### src/rtl/lmr_pkg.sv
package lmr_pkg;
   // nibble layout of one attribute region
   localparam int unsigned NIB_RD_BIT   = 0;
   localparam int unsigned NIB_WR_BIT   = 1;
   // SMRAM control byte fields
   localparam int unsigned SMR_EN_BIT   = 3;
   localparam int unsigned SMR_OPEN_BIT = 6;

   typedef struct packed {
      logic rd_en;
      logic wr_en;
   } lmr_perm_t;

   typedef enum logic [1:0] {
      ROUTE_PCI     = 2'd0,
      ROUTE_DRAM_RD = 2'd1,
      ROUTE_DRAM_WR = 2'd2
   } lmr_route_e;
endpackage

### src/rtl/lmr_cfg_regs.sv
module lmr_cfg_regs #(
   parameter logic [7:0] ATTR_BASE  = 8'h59,
   parameter int unsigned ATTR_BYTES = 7,
   parameter logic [7:0] SMR_OFS    = 8'h72,
   parameter logic [7:0] SMR_RST    = 8'h02
) (
   input  logic                       clk,
   input  logic                       rst_n,
   input  logic                       cfg_we,
   input  logic [7:0]                 cfg_addr,
   input  logic [7:0]                 cfg_wdata,
   output logic [ATTR_BYTES-1:0][7:0] attr_q,
   output logic [7:0]                 smram_q
);
   for (genvar b = 0; b < ATTR_BYTES; b++) begin : g_attr
      localparam logic [7:0] OFS = 8'(int'(ATTR_BASE) + b);
      always_ff @(posedge clk or negedge rst_n) begin
         if (!rst_n)
            attr_q[b] <= 8'h00;
         else if (cfg_we && cfg_addr == OFS)
            attr_q[b] <= cfg_wdata;
      end
   end

   always_ff @(posedge clk or negedge rst_n) begin
      if (!rst_n)
         smram_q <= SMR_RST;
      else if (cfg_we && cfg_addr == SMR_OFS)
         smram_q <= cfg_wdata;
   end
endmodule

### src/rtl/lmr_region_hit.sv
module lmr_region_hit
   import lmr_pkg::*;
#(
   parameter int unsigned ADDR_W      = 20,
   parameter int unsigned ATTR_BYTES  = 7,
   parameter int unsigned NUM_REG     = 13,
   parameter logic [19:0] BIOS_BASE   = 20'hF0000,
   parameter int unsigned BIOS_LG     = 16,
   parameter logic [19:0] EXP_BASE    = 20'hC0000,
   parameter int unsigned EXP_LG      = 14,
   parameter logic [19:0] SMR_BASE    = 20'hA0000,
   parameter int unsigned SMR_LG      = 17
) (
   input  logic [ADDR_W-1:0]          addr,
   input  logic [ATTR_BYTES-1:0][7:0] attr_q,
   output logic                       attr_hit,
   output lmr_perm_t                  perm,
   output logic                       smr_hit
);
   logic [NUM_REG-1:0] hit_v;
   logic [NUM_REG-1:0] rd_v;
   logic [NUM_REG-1:0] wr_v;

   for (genvar i = 0; i < NUM_REG; i++) begin : g_reg
      localparam int unsigned LG = (i == 0) ? BIOS_LG : EXP_LG;
      localparam logic [ADDR_W-1:0] BASE = (i == 0) ?
         ADDR_W'(BIOS_BASE) :
         ADDR_W'(EXP_BASE) + ADDR_W'((i - 1) * (1 << EXP_LG));
      localparam int unsigned BYTE_IX = (i + 1) / 2;
      // region 0 and every even region use the upper nibble
      localparam bit HI_NIB = (i % 2) == 0;
      logic [3:0] nib;
      if (HI_NIB) begin : g_hi
         assign nib = attr_q[BYTE_IX][7:4];
      end else begin : g_lo
         assign nib = attr_q[BYTE_IX][3:0];
      end
      assign hit_v[i] = addr[ADDR_W-1:LG] == BASE[ADDR_W-1:LG];
      assign rd_v[i]  = hit_v[i] & nib[NIB_RD_BIT];
      assign wr_v[i]  = hit_v[i] & nib[NIB_WR_BIT];
   end

   localparam logic [ADDR_W-1:0] SMR_B = ADDR_W'(SMR_BASE);

   assign attr_hit   = |hit_v;
   assign perm.rd_en = |rd_v;
   assign perm.wr_en = |wr_v;
   assign smr_hit    = addr[ADDR_W-1:SMR_LG] == SMR_B[ADDR_W-1:SMR_LG];
endmodule

### src/rtl/lmr_route_sel.sv
module lmr_route_sel
   import lmr_pkg::*;
(
   input  logic       acc_write,
   input  logic       smm_active,
   input  logic       attr_hit,
   input  lmr_perm_t  perm,
   input  logic       smr_hit,
   input  logic [7:0] smram_q,
   output lmr_route_e route
);
   logic smr_dram;
   logic to_dram;

   assign smr_dram = smram_q[SMR_OPEN_BIT] | (smm_active & smram_q[SMR_EN_BIT]);

   always_comb begin
      if (smr_hit)
         to_dram = smr_dram;
      else if (attr_hit)
         to_dram = acc_write ? perm.wr_en : perm.rd_en;
      else
         to_dram = 1'b1;

      if (!to_dram)
         route = ROUTE_PCI;
      else if (acc_write)
         route = ROUTE_DRAM_WR;
      else
         route = ROUTE_DRAM_RD;
   end
endmodule

### src/rtl/lmr_decoder.sv
module lmr_decoder
   import lmr_pkg::*;
#(
   parameter int unsigned ADDR_W     = 20,
   parameter logic [7:0]  ATTR_BASE  = 8'h59,
   parameter int unsigned ATTR_BYTES = 7,
   parameter logic [7:0]  SMR_OFS    = 8'h72,
   parameter logic [7:0]  SMR_RST    = 8'h02,
   parameter int unsigned EXP_COUNT  = 12
) (
   input  logic              clk,
   input  logic              rst_n,
   input  logic              cfg_we,
   input  logic [7:0]        cfg_addr,
   input  logic [7:0]        cfg_wdata,
   input  logic [ADDR_W-1:0] acc_addr,
   input  logic              acc_write,
   input  logic              smm_active,
   output logic              dram_rd_sel,
   output logic              dram_wr_sel,
   output logic              pci_sel
);
   localparam int unsigned NUM_REG = EXP_COUNT + 1;
   localparam int unsigned TOP_BYTE = NUM_REG / 2;

   if (ADDR_W < 20) begin : g_bad_width
      $error("lmr_decoder: ADDR_W must cover 1 MB");
   end
   if (TOP_BYTE >= ATTR_BYTES) begin : g_bad_bytes
      $error("lmr_decoder: too few attribute bytes for the region count");
   end
   if (SMR_OFS >= ATTR_BASE && int'(SMR_OFS) < int'(ATTR_BASE) + ATTR_BYTES) begin : g_bad_ofs
      $error("lmr_decoder: SMRAM offset overlaps attribute bytes");
   end

   logic [ATTR_BYTES-1:0][7:0] attr_q;
   logic [7:0]                 smram_q;
   logic                       attr_hit;
   logic                       smr_hit;
   lmr_perm_t                  perm;
   lmr_route_e                 route;

   lmr_cfg_regs #(
      .ATTR_BASE (ATTR_BASE),
      .ATTR_BYTES(ATTR_BYTES),
      .SMR_OFS   (SMR_OFS),
      .SMR_RST   (SMR_RST)
   ) i_regs (
      .clk      (clk),
      .rst_n    (rst_n),
      .cfg_we   (cfg_we),
      .cfg_addr (cfg_addr),
      .cfg_wdata(cfg_wdata),
      .attr_q   (attr_q),
      .smram_q  (smram_q)
   );

   lmr_region_hit #(
      .ADDR_W    (ADDR_W),
      .ATTR_BYTES(ATTR_BYTES),
      .NUM_REG   (NUM_REG)
   ) i_hit (
      .addr    (acc_addr),
      .attr_q  (attr_q),
      .attr_hit(attr_hit),
      .perm    (perm),
      .smr_hit (smr_hit)
   );

   lmr_route_sel i_sel (
      .acc_write (acc_write),
      .smm_active(smm_active),
      .attr_hit  (attr_hit),
      .perm      (perm),
      .smr_hit   (smr_hit),
      .smram_q   (smram_q),
      .route     (route)
   );

   assign dram_rd_sel = route == ROUTE_DRAM_RD;
   assign dram_wr_sel = route == ROUTE_DRAM_WR;
   assign pci_sel     = route == ROUTE_PCI;
endmodule

### config.mk
export PLATFORM = sky130hd
export DESIGN_NAME = lmr_decoder
export DESIGN_NICKNAME = d
export VERILOG_FILES = /design/src/rtl/lmr_pkg.sv /design/src/rtl/lmr_cfg_regs.sv /design/src/rtl/lmr_region_hit.sv /design/src/rtl/lmr_route_sel.sv /design/src/rtl/lmr_decoder.sv
export SDC_FILE = /design/constraint.sdc
export NUM_CORES = 1
export LEC_CHECK = 0
export BUFFER_PORTS_ARGS = -buffer_cell sky130_fd_sc_hd__buf_4
export CAP_MARGIN = 10
export CORE_ASPECT_RATIO = 1.5
export CORE_MARGIN = 3
export CORE_UTILIZATION = 40
export DETAILED_ROUTE_END_ITERATION = 7
export GPL_TIMING_DRIVEN = 0
export PLACE_DENSITY_LB_ADDON = 0.25
export SLEW_MARGIN = 30
export SYNTH_ARGS = -nofsm -noshare
export SYNTH_HDL_FRONTEND = slang
export SYNTH_SLANG_ARGS = --single-unit
### constraint.sdc
create_clock -name clk -period 1.5 [get_ports clk]
set_input_delay 0.15 -clock clk [delete_from_list [all_inputs] [get_ports clk]]
set_output_delay 0.15 -clock clk [all_outputs]
set_load 0.01 [all_outputs]
==> impl_metrics.tcl <==
set metrics [dict create \
    status "finished with violations" \
    violations "setup timing" \
    postSynthCellCount 126 \
    io_buffers 23 \
    grt_overflow_total 0 \
    start_kind "flop" \
    syn-num-nets 167 \
    core_sq_um 3510 \
    p_per_area_nw_per_um2 785 \
    ys_warn_count 0 \
    final-setup-viol-count 3 \
    final_common_cell "dfrtp_1" \
    endpoint_kind "output pin" \
    cp_num_buf_inv 1 \
    yosysUniqueCellTypes 34 \
    crit_chain "mux2i_1 > o32ai_1 > a21oi_1 > o311ai_2 > and2_1 > buf_4" \
    cts_buffer_depth 2 \
    dieArea_sq_um 4520 \
    hpwl_um 2500 \
    required_ns 1.35 \
    ioPinCount 44 \
    core.rowCount 26 \
    avgRoutedWirePerCell_um 16.1 \
    drv_slew 0 \
    hold_path_class "in -> reg" \
    dr.pass1.iters 4 \
    die_y_um 80.9 \
    fin_crit_ns 1.72 \
    power_mw 1.43 \
    synth_seq_cells 28 \
    synth_edf_count 0 \
    vias_per_cell 5.57 \
    tns_ns -0.560 \
    path_delay_family "compound AO/OA/AOI/OAI gates" \
    period_share 1.15 \
    avgSynthCellArea_sq_um 11.9 \
    synth-main-ff-cell "dfrtp_1" \
    critPathSlowestCell "dfrtp_1" \
    synthArstFlopShare 1.00 \
    die_width_um 55.9 \
    finalWorstSetupSlack_ns -0.223 \
    skew_ns 0 \
    critical_path_class "reg -> out" \
    worstSkewPairLatency_ns 0.27 \
    numCtsBuffers 3 \
    cp_max_fo 2 \
    synth_area_sq_um 1500 \
    post-place-ws_ns -0.223 \
    hold_slack_ns 0.105 \
    syn_to_final_growth_pct 22.3 \
    nNetsFinal 199 \
    drcViolationCount 0 \
    relSlewSlack 0.729 \
    vdd_drop_max_mv 0.428 \
    ys_seq_area_frac 0.469 \
    h-tree-depth 1 \
    max_stage_delay_ns 0.40 \
    antenna_found_initial 0 \
    final_cell_mix "dfrtp_1, mux2_2, buf_4" \
    rsz0062_at_grt "yes" \
    dr_total_vias 1102 \
    fmax_ghz 0.580 \
    gp_congestion 0.793 \
    cts_tree "done" \
    drtIter0Drc 28 \
    path_clk_slew_ns 0.09 \
    grt_usage 0.154 \
    ant_nets 0 \
    cts.sinks 28 \
    maxCapViolCount 0 \
    initial_utilization 0.426 \
    worstMarginPinSlew_ns 0.405 \
    num_antenna_cells 0 \
    finalHoldViolations 0 \
    ctsRootBufferMaster "clkbuf_8" \
    grt_pass1_vias 1153 \
    p_leak_nw 0.878 \
    grt_pass1_wl_um 5350 \
    worstPathArrival_ns 1.57 \
    grt_max_degree 29 \
    wirelength_um 3180 \
    layout-drive-gt1-share 0.468 \
]
kinds of logic after synthesis:
| family | count (synthesis) | synth area share |
|---|---|---|
| muxes | 37 | 0.282 |
| and+or+nand+nor | 34 | 0.141 |
| DFF | 28 | 0.469 |
| AOI/OAI and AO/OA | 17 | 0.0795 |
| buffers and inverters | 10 | 0.0293 |
cell usage after synthesis (all sizes together), types with 2 or more instances:
cell    count  share of area
nand2       7          0.018
nand2b      4          0.017
dfrtp      28           0.47
mux2i       8          0.054
nand3       2          0.010
buf         5          0.017
nor3b       3          0.018
a21oi       3          0.010
inv         5          0.013
nand3b      2          0.018
nor2       10          0.025
mux2       29           0.23
or3         2          0.013
o21ai       3          0.010
registers in the layout, indices dropped and copies added, names as in the netlist:
signal	cells
i_regs.attr_q	26
i_regs.smram_q	2
layout make-up:
class | count | area, sq um
fillers | 321 | 1690
multi-input cells | 88 | 781
flip-flops and latches | 28 | 701
repair buffers | 27 | 209
well taps | 42 | 52.6
clock buffers | 3 | 41.3
plain buffers | 5 | 25.0
inverters | 5 | 18.8
power breakdown:
part / internal [mW] / leakage [nW] / total, mW / switching [mW]
registers: 0.790 / 0.386 / 0.808 / 0.0179
logic: 0.117 / 0.470 / 0.224 / 0.106
clock network: 0.181 / 0.0216 / 0.403 / 0.223
total: 1.09 / 0.878 / 1.43 / 0.347
path summary, 6_finish.rpt:
check / startpoint / end / slack (ns) / cells after the start
worst max-delay path: i_regs.attr_q[29] / dram_wr_sel / -0.22 / 6
worst min-delay path: cfg_wdata[6] / i_regs.smram_q[6] / 0.10 / 2
worst max register to register: i_regs.attr_q[9] / i_regs.attr_q[9] / 0.51 / 3
worst min register to register: i_regs.attr_q[37] / i_regs.attr_q[37] / 0.51 / 1
max in group asynchronous: rst_n / i_regs.attr_q[20] / 0.92 / 2
min in group asynchronous: rst_n / i_regs.attr_q[29] / 0.32 / 2
per-stage QoR:
step	instances	utilization	area, sq um
finish	198	0.520	1830
global route	198	0.520	1830
CTS	197	0.510	1790
detailed placement	191	0.490	1720
global placement	191	0.490	1720
floorplan	126	-	1500
what timing repair did:
action                                  CTS  global route
endpoints found under the setup margin    3             3
pin swaps                                 3             6
hold endpoints to repair                 28             0
resized for setup                         4             6
hold buffers                              1             0
setup buffers                             2             1
per-layer routing:
metal	GRT usage	vias to the layer above	wire [um]
met3	0.0350	9	192
met1	0.177	537	1310
met4	0.0831	0	110
li1	-	518	-
met2	0.268	38	1560
met5	0	-	0
Note: power is estimated with default switching activity, not from simulation.
